--- config.mk ---
export PLATFORM = sky130hd
export DESIGN_NAME = page_commit_engine
export DESIGN_NICKNAME = d
export VERILOG_FILES = /design/src/rtl/pce_pkg.sv /design/src/rtl/pce_page_buf.sv /design/src/rtl/pce_commit_seq.sv /design/src/rtl/page_commit_engine.sv
export SDC_FILE = /design/constraint.sdc
export NUM_CORES = 1
export LEC_CHECK = 0
export ABC_AREA = 1
export BUFFER_PORTS_ARGS = -buffer_cell sky130_fd_sc_hd__buf_2
export CORE_UTILIZATION = 45
export CTS_CLUSTER_SIZE = 10
export DETAILED_ROUTE_END_ITERATION = 10
export PLACE_DENSITY_LB_ADDON = 0.3
export REMOVE_ABC_BUFFERS = 1
export SETUP_SLACK_MARGIN = 0.2
export SYNTH_ARGS = -nofsm -noshare
export SYNTH_HDL_FRONTEND = slang
export SYNTH_SLANG_ARGS = --single-unit
--- constraint.sdc ---
create_clock -name clk -period 2.64 [get_ports clk]
set_clock_uncertainty 0.05 [all_clocks]
set_input_delay 0.792 -clock clk [delete_from_list [all_inputs] [get_ports clk]]
set_output_delay 0.792 -clock clk [all_outputs]
set_load 0.01 [all_outputs]
--- src/rtl/pce_pkg.sv ---
package pce_pkg;
  typedef logic [7:0] byte_t;

  function automatic int unsigned addr_bits(input int unsigned bytes);
    return $clog2(bytes);
  endfunction
endpackage

--- src/rtl/pce_page_buf.sv ---
module pce_page_buf
  import pce_pkg::*;
#(
  parameter int unsigned PAGE_BYTES = 32,
  parameter int unsigned PW         = 8,
  parameter int unsigned OW         = 5
) (
  input  logic          clk,
  input  logic          rst_n,
  input  logic          clr_i,
  input  logic          addr_we_i,
  input  logic [PW+OW-1:0] addr_i,
  input  logic          data_we_i,
  input  byte_t         data_i,
  input  logic          end_i,
  input  logic [OW-1:0] rd_idx_i,
  output logic [PW-1:0] page_o,
  output logic          have_addr_o,
  output logic          any_valid_o,
  output logic          rd_valid_o,
  output byte_t         rd_data_o
);
  logic [PW-1:0]   page_q;
  logic [OW-1:0]   off_q;
  logic            have_q;
  logic [PAGE_BYTES-1:0] val_q;
  byte_t           buf_q [PAGE_BYTES];

  always_ff @(posedge clk) begin
    if (!rst_n) begin
      page_q <= '0;
      off_q  <= '0;
      have_q <= 1'b0;
    end else begin
      if (clr_i || end_i) have_q <= 1'b0;
      if (addr_we_i) begin
        page_q <= addr_i[PW+OW-1:OW];
        off_q  <= addr_i[OW-1:0];
        have_q <= 1'b1;
      end else if (data_we_i) begin
        off_q <= off_q + 1'b1;
      end
    end
  end

  for (genvar i = 0; i < PAGE_BYTES; i++) begin : g_ent
    always_ff @(posedge clk) begin
      if (!rst_n) begin
        val_q[i] <= 1'b0;
        buf_q[i] <= '0;
      end else if (clr_i) begin
        val_q[i] <= 1'b0;
      end else if (data_we_i && off_q == OW'(i)) begin
        val_q[i] <= 1'b1;
        buf_q[i] <= data_i;
      end
    end
  end

  assign page_o      = page_q;
  assign have_addr_o = have_q;
  assign any_valid_o = |val_q;
  assign rd_valid_o  = val_q[rd_idx_i];
  assign rd_data_o   = buf_q[rd_idx_i];

  // a start pulse leaves no stale entry behind
  p_clear_on_start_r9: assert property (@(posedge clk) disable iff (!rst_n)
    clr_i |=> !any_valid_o);
  // one accepted byte moves the offset by exactly one, wrapping in page
  p_offset_step_r3: assert property (@(posedge clk) disable iff (!rst_n)
    (data_we_i && !addr_we_i && !clr_i) |=> off_q == $past(off_q) + 1'b1);
endmodule

--- src/rtl/pce_commit_seq.sv ---
module pce_commit_seq #(
  parameter int unsigned PAGE_BYTES = 32,
  parameter int unsigned OW         = 5,
  parameter int unsigned T_PROG     = 300000
) (
  input  logic          clk,
  input  logic          rst_n,
  input  logic          launch_i,
  output logic          busy_o,
  output logic          walk_o,
  output logic [OW-1:0] idx_o
);
  localparam int unsigned CW = $clog2(T_PROG + 1);

  logic          busy_q;
  logic [CW-1:0] cnt_q;

  always_ff @(posedge clk) begin
    if (!rst_n) begin
      busy_q <= 1'b0;
      cnt_q  <= '0;
    end else if (busy_q) begin
      if (cnt_q == CW'(T_PROG - 1)) busy_q <= 1'b0;
      else                          cnt_q  <= cnt_q + 1'b1;
    end else if (launch_i) begin
      busy_q <= 1'b1;
      cnt_q  <= '0;
    end
  end

  assign busy_o = busy_q;
  assign walk_o = busy_q && (cnt_q < CW'(PAGE_BYTES));
  assign idx_o  = cnt_q[OW-1:0];

  // independent run-length counter for the busy window
  logic [31:0] run_q;
  always_ff @(posedge clk) begin
    if (!rst_n)      run_q <= '0;
    else if (busy_q) run_q <= run_q + 1'b1;
    else             run_q <= '0;
  end

  p_busy_len_r5: assert property (@(posedge clk) disable iff (!rst_n)
    $fell(busy_o) |-> run_q == 32'(T_PROG));
endmodule

--- src/rtl/page_commit_engine.sv ---
module page_commit_engine
  import pce_pkg::*;
#(
  parameter int unsigned PAGE_BYTES = 32,
  parameter int unsigned NUM_PAGES  = 256,
  parameter int unsigned T_PROG     = 300000,
  localparam int unsigned OW = addr_bits(PAGE_BYTES),
  localparam int unsigned AW = addr_bits(PAGE_BYTES * NUM_PAGES),
  localparam int unsigned PW = AW - OW
) (
  input  logic          clk,
  input  logic          rst_n,
  input  logic          wp_i,
  input  logic          xfer_start_i,
  input  logic          stop_i,
  input  logic          addr_valid_i,
  output logic          addr_ready_o,
  input  logic [AW-1:0] addr_i,
  input  logic          data_valid_i,
  output logic          data_ready_o,
  input  logic [7:0]    data_i,
  output logic          busy_o,
  output logic          arr_we_o,
  output logic [AW-1:0] arr_addr_o,
  output logic [7:0]    arr_wdata_o
);
  logic          busy, walk, have_addr, any_valid, rd_valid;
  logic [OW-1:0] idx;
  logic [PW-1:0] page;
  byte_t         rd_data;
  logic          start_ok, addr_hs, data_hs, stop_ok, launch;

  assign start_ok     = xfer_start_i && !busy;
  assign addr_ready_o = !busy;
  assign addr_hs      = addr_valid_i && addr_ready_o;
  assign data_ready_o = !busy && have_addr;
  assign data_hs      = data_valid_i && data_ready_o;
  assign stop_ok      = stop_i && !busy;
  assign launch       = stop_ok && any_valid && !wp_i;

  pce_page_buf #(.PAGE_BYTES(PAGE_BYTES), .PW(PW), .OW(OW)) u_buf (
    .clk        (clk),
    .rst_n      (rst_n),
    .clr_i      (start_ok),
    .addr_we_i  (addr_hs),
    .addr_i     (addr_i),
    .data_we_i  (data_hs),
    .data_i     (data_i),
    .end_i      (stop_ok),
    .rd_idx_i   (idx),
    .page_o     (page),
    .have_addr_o(have_addr),
    .any_valid_o(any_valid),
    .rd_valid_o (rd_valid),
    .rd_data_o  (rd_data)
  );

  pce_commit_seq #(.PAGE_BYTES(PAGE_BYTES), .OW(OW), .T_PROG(T_PROG)) u_seq (
    .clk     (clk),
    .rst_n   (rst_n),
    .launch_i(launch),
    .busy_o  (busy),
    .walk_o  (walk),
    .idx_o   (idx)
  );

  assign busy_o      = busy;
  assign arr_we_o    = walk && rd_valid && !wp_i;
  assign arr_addr_o  = {page, idx};
  assign arr_wdata_o = rd_data;

  // protect input gates every array write
  p_no_write_wp_r7: assert property (@(posedge clk) disable iff (!rst_n)
    wp_i |-> !arr_we_o);
  // no traffic accepted during the programming window
  p_ready_low_busy_r6: assert property (@(posedge clk) disable iff (!rst_n)
    busy_o |-> (!addr_ready_o && !data_ready_o));
  // busy rises only after an unprotected STOP
  p_busy_after_stop_r5: assert property (@(posedge clk) disable iff (!rst_n)
    $rose(busy_o) |-> ($past(stop_i) && !$past(wp_i)));
  // array writes only inside the busy window
  p_we_in_busy_r4: assert property (@(posedge clk) disable iff (!rst_n)
    arr_we_o |-> busy_o);
  // data is refused in the cycle after a STOP
  p_stop_ends_r10: assert property (@(posedge clk) disable iff (!rst_n)
    (stop_i && !busy_o && !addr_valid_i) |=> !data_ready_o);
endmodule

Word level (Yosys, flattened, before mapping)
Memory sizes are Yosys's and may differ from the RTL's. A register that Yosys moved wholly into a read port is not among the register bits.
Cells that the tools add are included.
Word-level totals
  memories kept: 1
  register bits after elaboration: 66
  output and inout bits: 25
  RAM bits: 256
Memories
  u_buf.buf_q: words 32, bits a word 8, read ports 1, clocked after Yosys merged registers in 1, write ports 32, line pce_page_buf.sv:27  | byte_t buf_q [PAGE_BYTES];
Operators by class
  reductions and logical operators: 52
  $add $sub $neg: 2
  mux-type cells: 175
  order comparisons: 2
  equality and inequality tests: 33
  bitwise operators: 33
Operators by type and width (number)
  two-way mux 8 bit: 32
  two-way mux 1 bit: 135
  == test 5 bit (second input constant): 16
  two-way mux 19 bit: 3
  logical AND 1 bit: 42
  == test 5 x 4 -> 1 bit (second input constant): 8
  bitwise OR 1 bit: 32
  OR reduction 32 bit: 1
  == test 5 x 3 -> 1 bit (second input constant): 4
  two-way mux 5 bit: 4
  adder 19 x 1 -> 19 bit (second input constant): 1
  == test 19 bit (second input constant): 1
  < comparator 19 x 6 -> 1 bit (second input constant): 1
  == test 5 x 2 -> 1 bit (second input constant): 2
  < comparator 5 x 6 -> 1 bit (second input constant): 1
  nonzero test 2 bit: 3
  adder 5 x 1 -> 5 bit (second input constant): 1
  binary-select mux 1 bit (select 5 bit): 1
  == test 5 x 1 -> 1 bit (second input constant): 1
  logical NOT 5 bit: 1
  logical NOT 1 bit: 2
  inequality test 2 bit (second input constant): 1
  AND reduction 2 bit: 1
  OR reduction 2 bit: 1
  other kinds (2): 2

Logic depth before layout (Yosys ltp)
Gate-level depths: netlist of the first run.
  depth in word-level cells: 9
  depth in mapped cells: 12

By module
Synthesis of the first run repeated with hierarchy kept, for this count alone.
Second synthesis, totals
  cell total of the unflattened synthesis: 1832
  area, all modules: 15509.9 µm²
Modules (own cells, without submodules)
  pce_page_buf: area each 14132.3 µm², instances 1, cells an instance 1605, sequential area each 8608.3 µm²
  pce_commit_seq: area each 1310.0 µm², instances 1, cells an instance 211, sequential area each 400.4 µm²
  page_commit_engine: area each 67.6 µm², instances 1, cells an instance 16, sequential area each 0.0 µm²

Least setup slack after synthesis of the first run
OpenSTA, ideal clock, no wires.
  kind: input to register
  start point: input data_valid_i
  end point: memory u_buf.buf_q[16][0] (netlist bit) (enable)
  path buffers: 0
  required time: 2203 ps
  data arrival time: 1848 ps
  cell stages on the path: 4
  library setup time: 387 ps
  setup slack: 356 ps
  cell sequence: nand2_2 > nor2_4 > inv_2 > o31ai_1
RTL lines
  start: declaration: line page_commit_engine.sv:19  | input logic data_valid_i,
  end: declaration: line pce_page_buf.sv:27

==> impl_metrics.tcl, run 1 <==
set metrics [dict create \
    status "finished with violations" \
    violations "negative setup slack" \
    rows 67 \
    vias 13114 \
    first_global_vias 12388 \
    fill_cells 3010 \
    synth_top_family_by_area "simple AND/OR/NAND/NOR gates" \
    start_kind "register" \
    nets 1907 \
    finalMaxSlewViolations 0 \
    synthDistinctLibCells 36 \
    synth_fa_ha_area_share_pct 0.560 \
    drc 0 \
    core_area_mm2 0.0339 \
    place.gp.congestion 0.926 \
    worst_slew_pin_slew_ns 0.585 \
    antenna_found_initial 1 \
    final_common_cell "nand2_1" \
    die_area_mm2 0.0355 \
    grt_start_max_net_pins 43 \
    viasPerCell 5.59 \
    post-dp-hpwl_mm 28.8 \
    rsz0062_at_grt "yes" \
    p_leak_nw 7.46 \
    start_util_pct 46.2 \
    ys_seq_area_share_pct 58.2 \
    clk_path_buf_depth 3 \
    syn_area_mm2 0.0156 \
    final_area_mm2 0.0187 \
    path_class "register to output pin" \
    final.min_clock_period_ns 3.09 \
    critPathCaptureType "output pin" \
    p_total_mw 11.3 \
    synth_seq_cells 327 \
    yosysWarnings 0 \
    avgSynthCellArea_um2 8.67 \
    root_buffer "clkbuf_16" \
    io-pin-count 53 \
    synthCells 1804 \
    synth-async-reset-ratio_pct 0 \
    globalRouteOverflowTotal 0 \
    power_density_mw_per_mm2 606 \
    hold_viol_final 0 \
    setup_viol 9 \
    ant_nets 0 \
    routed_wl_mm 46.8 \
    worstPathRequired_ns 1.80 \
    fp.dieW_um 188 \
    worstSetupEndpoint "arr_wdata_o[6]" \
    htree_levels 2 \
    path_max_fanout 16 \
    drt_iter0_drc 1571 \
    r2r_slack_ns 0.49 \
    setup_slack_ns -0.454 \
    insertion_delay_ns 0.52 \
    syn_to_final_growth_pct 19.5 \
    grt_use_total_pct 25.5 \
    synth_compound_area_share_pct 6.38 \
    cts_tree "done" \
    path_clk_slew_ns 0.06 \
    postPlaceCellArea_mm2 0.0165 \
    use_met2_pct 40.5 \
    yosys.area_share.simple_pct 29.0 \
    finalCritPeriodShare_pct 117 \
    rr_startpoint "u_seq.busy_o" \
    hold_buffers 0 \
    cts.sinks 327 \
    peakVddDrop_mv 0.373 \
    fmax_ghz 0.323 \
    wl_per_cell_um 20.0 \
    grt_pass1_wl_mm 70.3 \
    synthMuxAreaShare_pct 0 \
    layout-drive-gt1-share_pct 18.9 \
    die_h_um 188 \
    use_met3_pct 4.49 \
    synthXorXnorAreaFrac_pct 0.392 \
    synth_edf_count 256 \
    r2r-end "u_buf.buf_q[2][3]" \
    hold_class "register to register" \
    r2r_cells 8 \
    cap_violations 0 \
    arrival_ns 2.25 \
    max_slew_margin_pct 60.9 \
    drt_pass1_iterations 6 \
    final_cell_mix "428 x nand2_1, 384 x nor2_1, 256 x edfxtp_1" \
    synthFlopType "edfxtp_1" \
    busiest_layer "met2" \
    cts_buffers 39 \
    grt_use_met1_pct 35.5 \
    port_buffers 52 \
]
-- stage by stage --
stage | setup TNS (ns) | util [%] | hold slack, ns | setup slack (ns) | cells
floorplan | -112.01 | - | 0.395 | -3.47 | 1691
global placement | 0 | 48.8 | 0.408 | 0.0568 | 2249
detailed placement | 0 | 48.8 | 0.409 | 0.0435 | 2249
CTS | -3.40 | 53.1 | 0.423 | -0.433 | 2321
global route | -3.88 | 55.2 | 0.450 | -0.521 | 2343
finish | -3.32 | 55.2 | 0.424 | -0.454 | 2344
-- report_power, final --
part / internal (mW) / switching [mW] / leakage (nW) / total (mW)
clock: 2.84 / 2.03 / 0.536 / 4.87
sequential: 5.69 / 0.0604 / 3.22 / 5.75
combinational: 0.215 / 0.504 / 3.71 / 0.720
total: 8.74 / 2.59 / 7.46 / 11.3
-- cell families after synthesis --
| kind of cell | count (synthesis) |
|---|---|
| AO/OA/AOI/OAI | 183 |
| XOR/XNOR | 7 |
| adder cells (fa/ha/maj) | 7 |
| buffers and inverters | 195 |
| flip-flops | 327 |
| AND/OR/NAND/NOR | 1085 |
-- cell type report --
type	count	area, µm²	share of cell area, %
inverter	82	337	1.80
multi-input combinational	1282	6070	32.4
tap	448	561	3.00
clock buffer	61	1100	5.89
timing repair buffer	140	1500	8.01
sequential	327	9120	48.8
antenna	1	2.50	0.0134
clock inverter	3	12.5	0.0669
-- synth_stat cells (2+ instances only) --
cell | instances | area share, %
o21ai_1 | 2 | 0.064
nand4_1 | 5 | 0.20
dfxtp_1 | 71 | 9.1
nor3_1 | 2 | 0.064
xor2_1 | 7 | 0.39
nand2_2 | 20 | 0.80
buf_6 | 3 | 0.22
buf_4 | 11 | 0.53
clkbuf_1 | 54 | 1.3
nor2_1 | 396 | 9.5
o21ai_0 | 63 | 2.0
nand2_1 | 459 | 11
ha_1 | 7 | 0.56
buf_1 | 3 | 0.072
edfxtp_1 | 256 | 49
buf_2 | 42 | 1.3
o31ai_1 | 26 | 1.2
a21oi_1 | 85 | 2.7
a211oi_1 | 2 | 0.096
inv_2 | 7 | 0.17
clkinv_1 | 2 | 0.048
nor2_4 | 5 | 0.36
inv_1 | 72 | 1.7
nand3_1 | 156 | 5.0
nor2_2 | 22 | 0.88
nand3_2 | 14 | 0.90
nor4_1 | 2 | 0.080
o21bai_1 | 2 | 0.096
-- critical path, cell delays in order, from the launching register on --
cell and delay, ns:
dfxtp_4 0.43, clkinv_8 0.12, buf_12 0.14, buf_16 0.15
nor2_1 0.11, nor2_1 0.07, o31ai_2 0.31, nand2_1 0.11
nand2_1 0.08, nand2_2 0.08, buf_2 0.14
-- worst min path at each step --
stage / startpoint / to / slack (ns) / cells past startpoint
floorplan: u_buf.val_q[28] / u_buf.val_q[28] / 0.39 / 2
global placement: u_buf.page_o[0] / u_buf.page_o[0] / 0.41 / 2
detailed placement: u_buf.val_q[25] / u_buf.val_q[25] / 0.41 / 2
CTS: u_buf.val_q[25] / u_buf.val_q[25] / 0.42 / 2
global route: u_buf.val_q[23] / u_buf.val_q[23] / 0.45 / 2
finish: u_buf.val_q[25] / u_buf.val_q[25] / 0.42 / 2
-- layer usage --
metal,vias to the layer above,share of wire [%]
li1,6079,-
met1,6258,42
met2,676,47
met3,101,8.8
met4,0,3.0
met5,-,0
-- state kept, by name (all words and copies together), names as in the netlist, named ones only --
signal             count
u_buf.buf_q          256
u_buf.val_q           32
u_seq.cnt_q           19
u_buf.page_o           8
u_buf.off_q            5
u_buf.have_addr_o      1
u_seq.busy_o           1
-- repair_timing --
item                                    CTS  global route
setup buffers                             3            10
pin swaps                                 9            48
gates resized for setup                  53           111
endpoints found under the setup margin    9             9
gates cloned                              5            12
No activity file was read; power rests on OpenSTA's default activity.
==> inputs of run 2 (changes only) <==
Settings changed: ABC_AREA 1 to default.
==> impl_metrics.tcl, run 2 <==
set metrics [dict create \
    final_common_cell "edfxtp_1" \
    yosys.area.top_type "edfxtp_1" \
    routed_wl_mm 36.6 \
    hold_viol_final 0 \
    synth_seq_cells 327 \
    layout-drive-gt1-share_pct 26.1 \
    violations "negative setup slack" \
    p_sw_mw 2.36 \
    hold_depth 2 \
    first_global_vias 9397 \
    diodes 0 \
    synthXorXnorAreaFrac_pct 0.291 \
    final.min_clock_period_ns 3.23 \
    core_area_mm2 0.0327 \
    critPathCaptureType "output pin" \
    worst_slew_pin_slew_ns 0.686 \
    htree_levels 2 \
    yosysWarnings 0 \
    fill_cells 2668 \
    setup_viol 9 \
    io-pin-count 53 \
    internal-power_mw 8.70 \
    synth_edf_count 256 \
    worstPathRequired_ns 1.80 \
    port_buffers 52 \
    path_max_fanout 8 \
    grt_pass1_wl_mm 55.9 \
    max_slew_margin_pct 54.2 \
    fp.dieW_um 185 \
    die_area_mm2 0.0341 \
    ant_nets 0 \
    hold_slack_ns 0.401 \
    fmax_ghz 0.310 \
    pwr-share-comb_pct 4.8 \
    start_util_pct 46.0 \
    final_core_util_pct 54.1 \
    drc 0 \
    synth_top_cell_area_share_pct 51.1 \
    peakVddDrop_mv 0.394 \
    synthFlopType "edfxtp_1" \
    syn_to_final_growth_pct 17.8 \
    yosys.area_share.simple_pct 16.6 \
    die_h_um 185 \
    seq_power_share_pct 52.0 \
    p_sw_share_pct 21.3 \
    avgSynthCellArea_um2 13.6 \
    yosys-top-cells-count "256 x edfxtp_1, 244 x and2_1, 73 x mux4_2" \
    r2r_slack_ns 0.27 \
    grt_use_total_pct 22.0 \
    place.gp.congestion 0.919 \
    finalCritPeriodShare_pct 122 \
    largest_register "u_buf.buf_q" \
    post-dp-hpwl_mm 25.2 \
    reg_top3 "u_buf.buf_q: 256 flops, u_buf.val_q: 32 flops, u_seq.cnt_q: 19 flops" \
    clockPowerShare_pct 43.2 \
    synth_top_family_by_area "simple AND/OR/NAND/NOR gates" \
    largest_register_ffs 256 \
    syn_area_mm2 0.0150 \
    synth_top_cells_by_area "edfxtp_1 51%, mux4_2 11%, and2_1 10%" \
    r2r_cells 8 \
    path_class "register to output pin" \
    status "finished with violations" \
    viasPerCell 5.56 \
    cts_buffers 39 \
    p_leak_nw 6.79 \
    synth_fa_ha_area_share_pct 0.583 \
    min-delay-start "u_buf.page_o[3]" \
    synth-async-reset-ratio_pct 0 \
    rsz0062_at_grt "yes" \
    cts.sinks 327 \
    root_buffer "clkbuf_16" \
    setup_tns_ns -4.83 \
    nets 1273 \
    cap_violations 0 \
    wl_per_cell_um 21.5 \
    drt_pass1_iterations 5 \
    setup_slack_ns -0.591 \
    antenna_found_initial 0 \
    hold_class "register to register" \
    ys_seq_area_share_pct 60.6 \
    synth.most_common_cell "edfxtp_1" \
    rows 66 \
    fin_cells 1702 \
    rr_startpoint "u_seq.cnt_q[10]" \
    synthDistinctLibCells 55 \
    globalRouteOverflowTotal 0 \
    finalMaxSlewViolations 0 \
    synthCells 1103 \
    insertion_delay_ns 0.51 \
    final_cell_mix "256 x edfxtp_1, 244 x and2_1, 111 x buf_4" \
    synthMuxAreaShare_pct 13.1 \
    dpl.cell_count 1631 \
    path_clk_slew_ns 0.05 \
    power_density_mw_per_mm2 625 \
    cts_tree "done" \
    synth_compound_area_share_pct 6.07 \
    arrival_ns 2.39 \
    vias 9455 \
    clk_path_buf_depth 3 \
    drt_iter0_drc 908 \
    hold_end "u_buf.page_o[3]" \
    grt_start_max_net_pins 43 \
    start_kind "register" \
]
[run 2: cell count changes in the layout (fill, tap and decap cells not counted), moves of 30 or more]
| cell | delta |
|---|---|
| and2_1 | +244 |
| nor2_1 | -345 |
| inv_1 | -61 |
| a21oi_1 | -45 |
| mux4_2 | +73 |
| nand2_1 | -369 |
| nand3_1 | -135 |
| buf_4 | +63 |
| a21o_1 | +30 |
| nand2_2 | -46 |
[run 2: final cells by class]
class,instances,area (µm²),area share [%]
Sequential cell,327,9120,51.5
Multi-Input combinational cell,686,5590,31.6
Timing Repair Buffer,175,1290,7.31
Clock buffer,60,1090,6.14
Tap cell,442,553,3.12
Inverter,9,33.8,0.191
Clock inverter,3,28.8,0.163
[run 2: worst max-delay path by stage]
stage	startpoint	cells past startpoint	end	slack, ns
3_5_place_dp	wp_i	5	arr_we_o	-0.11
4_1_cts	register	7	arr_wdata_o[7]	-0.59
5_1_grt	register	7	arr_wdata_o[7]	-0.63
3_3_place_gp	wp_i	5	arr_we_o	-0.1
2_1_floorplan	register	4	arr_wdata_o[6]	-2.11
6_report	register	7	arr_wdata_o[7]	-0.59
[run 2: logic make-up after synthesis]
kind of cell,after synthesis
buf+inv,90
fa+ha+maj,7
flops,327
mux,106
xor+xnor,5
compound gates,135
simple gates,433
[run 2: what timing repair did]
action | 4_1_cts | 5_1_grt
hold buffers | 0 | 0
buffers inserted | 2 | 6
resized for setup | 11 | 10
setup endpoints to repair | 9 | 14
gates cloned | 0 | 0
pin swaps | 1 | 2
[run 2: through the flow]
| step | power, mW | worst slack [ns] | cell area (µm²) |
|---|---|---|---|
| after CTS | 11.1 | -0.595 | 17600 |
| after global placement | 6.36 | -0.0975 | 16400 |
| after floorplan | 6.08 | -2.11 | 14700 |
| after detailed placement | 6.38 | -0.106 | 16400 |
| after global routing | 11.4 | -0.633 | 17700 |
| final | 11.1 | -0.591 | 17700 |
[run 2: metal layers]
metal / vias up / wire length, µm / track usage (%)
met5: - / 0 / 0
met4: 0 / 802 / 4.83
met3: 63 / 2600 / 3.68
met2: 370 / 17600 / 36.7
met1: 4660 / 15600 / 30.1
li1: 4362 / - / -
[run 2: power groups by stage]
stage	Sequential (mW)	Clock (mW)	Combinational, mW
detailed placement	5.85	0	0.522
global placement	5.85	0	0.515
global route	5.76	5.06	0.572
CTS	5.75	4.86	0.529
finish	5.75	4.78	0.532
floorplan	5.84	0	0.240
[run 2: worst max-delay path, cell delays in order, from the launching register on]
cell,delay (ns)
dfxtp_4,0.43
buf_12,0.16
mux4_2,0.54
mux2i_1,0.18
buf_4,0.15
a22o_1,0.17
a221oi_2,0.06
buf_2,0.17
==> inputs of run 3 (changes only) <==
Settings changed: ABC_AREA from default to 1, CORE_MARGIN from default to 3.
==> impl_metrics.tcl, run 3 (synthesis gave the netlist of run 1 again) <==
set metrics [dict create \
    status "finished with violations" \
    violations "negative setup slack" \
    internal-power_mw 8.69 \
    hold_slack_ns 0.432 \
    rr_startpoint "u_seq.cnt_q[0]" \
    root_buffer "clkbuf_16" \
    rows 67 \
    core_area_mm2 0.0339 \
    cap_violations 0 \
    crit_top_cell "nand2_1" \
    globalRouteOverflowTotal 0 \
    first_global_vias 12457 \
    final_common_cell "nand2_1" \
    clk_path_buf_depth 3 \
    pwr-share-comb_pct 6.2 \
    r2r_slack_ns 0.45 \
    fp.dieW_um 192 \
    start_kind "register" \
    path_class "register to output pin" \
    regArea_mm2 0.00912 \
    max_slew_margin_pct 58.7 \
    fin_cells 2342 \
    multi_input_area_mm2 0.00596 \
    largest_register_ffs 256 \
    p_leak_nw 7.45 \
    fmax_ghz 0.324 \
    r2r-end "u_seq.cnt_q[8]" \
    largest_register "u_buf.buf_q" \
    die_area_mm2 0.0370 \
    viasPerCell 5.52 \
    hold_class "register to register" \
    io-pin-count 53 \
    arrival_ns 2.25 \
    grt_use_total_pct 24.2 \
    setup_tns_ns -3.45 \
    port_buffers 52 \
    post-dp-hpwl_mm 28.4 \
    layout-drive-gt1-share_pct 17.4 \
    p_sw_mw 2.58 \
    crit_slowest_cell "dfxtp_4" \
    crit_chain "buf_12 -> buf_16 -> buf_12 -> nand2_1 -> nand3_1 -> nand2_1 -> a21oi_2 -> o31ai_1 -> nand2_1 -> nand2_1 -> nand2_1 -> buf_2" \
    worst_slew_pin_slew_ns 0.615 \
    routed_wl_mm 45.2 \
    vias 12937 \
    place.gp.congestion 0.927 \
    slowest_delay_ns 0.40 \
    seq_power_share_pct 51.0 \
    use_met3_pct 4.90 \
    antenna_found_initial 0 \
    fill_cells 2952 \
    nets 1905 \
    busiest_layer "met2" \
    syn_to_final_growth_pct 18.7 \
    diodes 0 \
    path_max_fanout 15 \
    drt_iter0_drc 1535 \
    power_density_mw_per_mm2 607 \
    setup_viol 9 \
    drc 0 \
    grt_start_max_net_pins 41 \
    r2r_cells 9 \
    final.min_clock_period_ns 3.09 \
    peakVddDrop_mv 0.465 \
    grt_pass1_wl_mm 69.3 \
    reg_top3 "u_buf.buf_q: 256 flops, u_buf.val_q: 32 flops, u_seq.cnt_q: 19 flops" \
    hold_viol_final 0 \
    grt_use_met1_pct 33.1 \
    cts.sinks 327 \
    setup_slack_ns -0.449 \
    start_util_pct 46.2 \
    path_clk_slew_ns 0.06 \
    min-delay-start "u_buf.page_o[0]" \
    cts_buffers 39 \
    drt_pass1_iterations 6 \
    htree_levels 2 \
    clockPowerShare_pct 42.8 \
    hold_end "u_buf.page_o[0]" \
    hold_depth 2 \
    finalMaxSlewViolations 0 \
    ant_nets 0 \
    finalCritPeriodShare_pct 117 \
    rsz0062_at_grt "yes" \
    p_sw_share_pct 22.9 \
    die_h_um 192 \
    use_met2_pct 37.8 \
    wl_per_cell_um 19.3 \
    critPathCaptureType "output pin" \
    cts_tree "done" \
    insertion_delay_ns 0.53 \
    worstPathRequired_ns 1.80 \
    dpl.cell_count 2246 \
    final_cell_mix "439 x nand2_1, 392 x nor2_1, 256 x edfxtp_1" \
]
==> run 3: final cells by class <==
cell class              instances  share of cell area (%)
inverters                      82                    1.79
well taps                     448                    3.02
clock buffers                  60                    5.80
flip-flops and latches        327                    49.1
repair buffers                138                    7.99
multi-input cells            1282                    32.1
clock inverters                 5                   0.202
==> run 3: layer usage <==
| layer | wire length [µm] | vias to the layer above |
|---|---|---|
| met1 | 19000 | 6108 |
| met5 | 0 | - |
| met2 | 20800 | 628 |
| met4 | 1630 | 0 |
| met3 | 3800 | 115 |
| li1 | - | 6086 |
==> run 3: stage by stage <==
stage	setup slack [ns]	total power, mW	utilization (%)	instance area (µm²)
final	-0.449	11.3	54.8	18600
after global routing	-0.532	11.6	54.8	18600
after CTS	-0.443	11.3	53.7	18200
after detailed placement	0.0608	6.48	48.6	16500
after global placement	0.0419	6.46	48.6	16500
after floorplan	-3.47	6.18	-	15100
==> run 3: how the worst max path moves through the flow <==
stage                     slack, ns        endpoint
after global routing          -0.53  arr_wdata_o[2]
after CTS                     -0.44  arr_wdata_o[5]
after floorplan               -3.47  arr_wdata_o[1]
after detailed placement       0.06  arr_wdata_o[2]
after global placement         0.04  arr_wdata_o[2]
final                         -0.45  arr_wdata_o[2]
==> run 3: timing repair <==
action / in CTS / in global routing
setup endpoints to repair: 9 / 9
gates cloned: 9 / 6
buffers inserted: 8 / 8
pin swaps: 24 / 17
hold buffers: 0 / 0
gates resized for setup: 81 / 52
hold endpoints to repair: 0 / 0
==> run 3: power by group through the flow <==
| stage | logic, mW | registers (mW) | clock network [mW] |
|---|---|---|---|
| detailed placement | 0.624 | 5.85 | 0 |
| global route | 0.763 | 5.76 | 5.07 |
| finish | 0.705 | 5.75 | 4.82 |
| global placement | 0.614 | 5.85 | 0 |
| floorplan | 0.333 | 5.85 | 0 |
| CTS | 0.671 | 5.75 | 4.84 |
==> run 3: critical path: cells and delay by family, from the launching register on <==
family	cells	cell delay (ns)
buffers and inverters	4	0.58
AND/OR/NAND/NOR	6	0.54
flip-flops	1	0.40
AO/OA/AOI/OAI	2	0.21
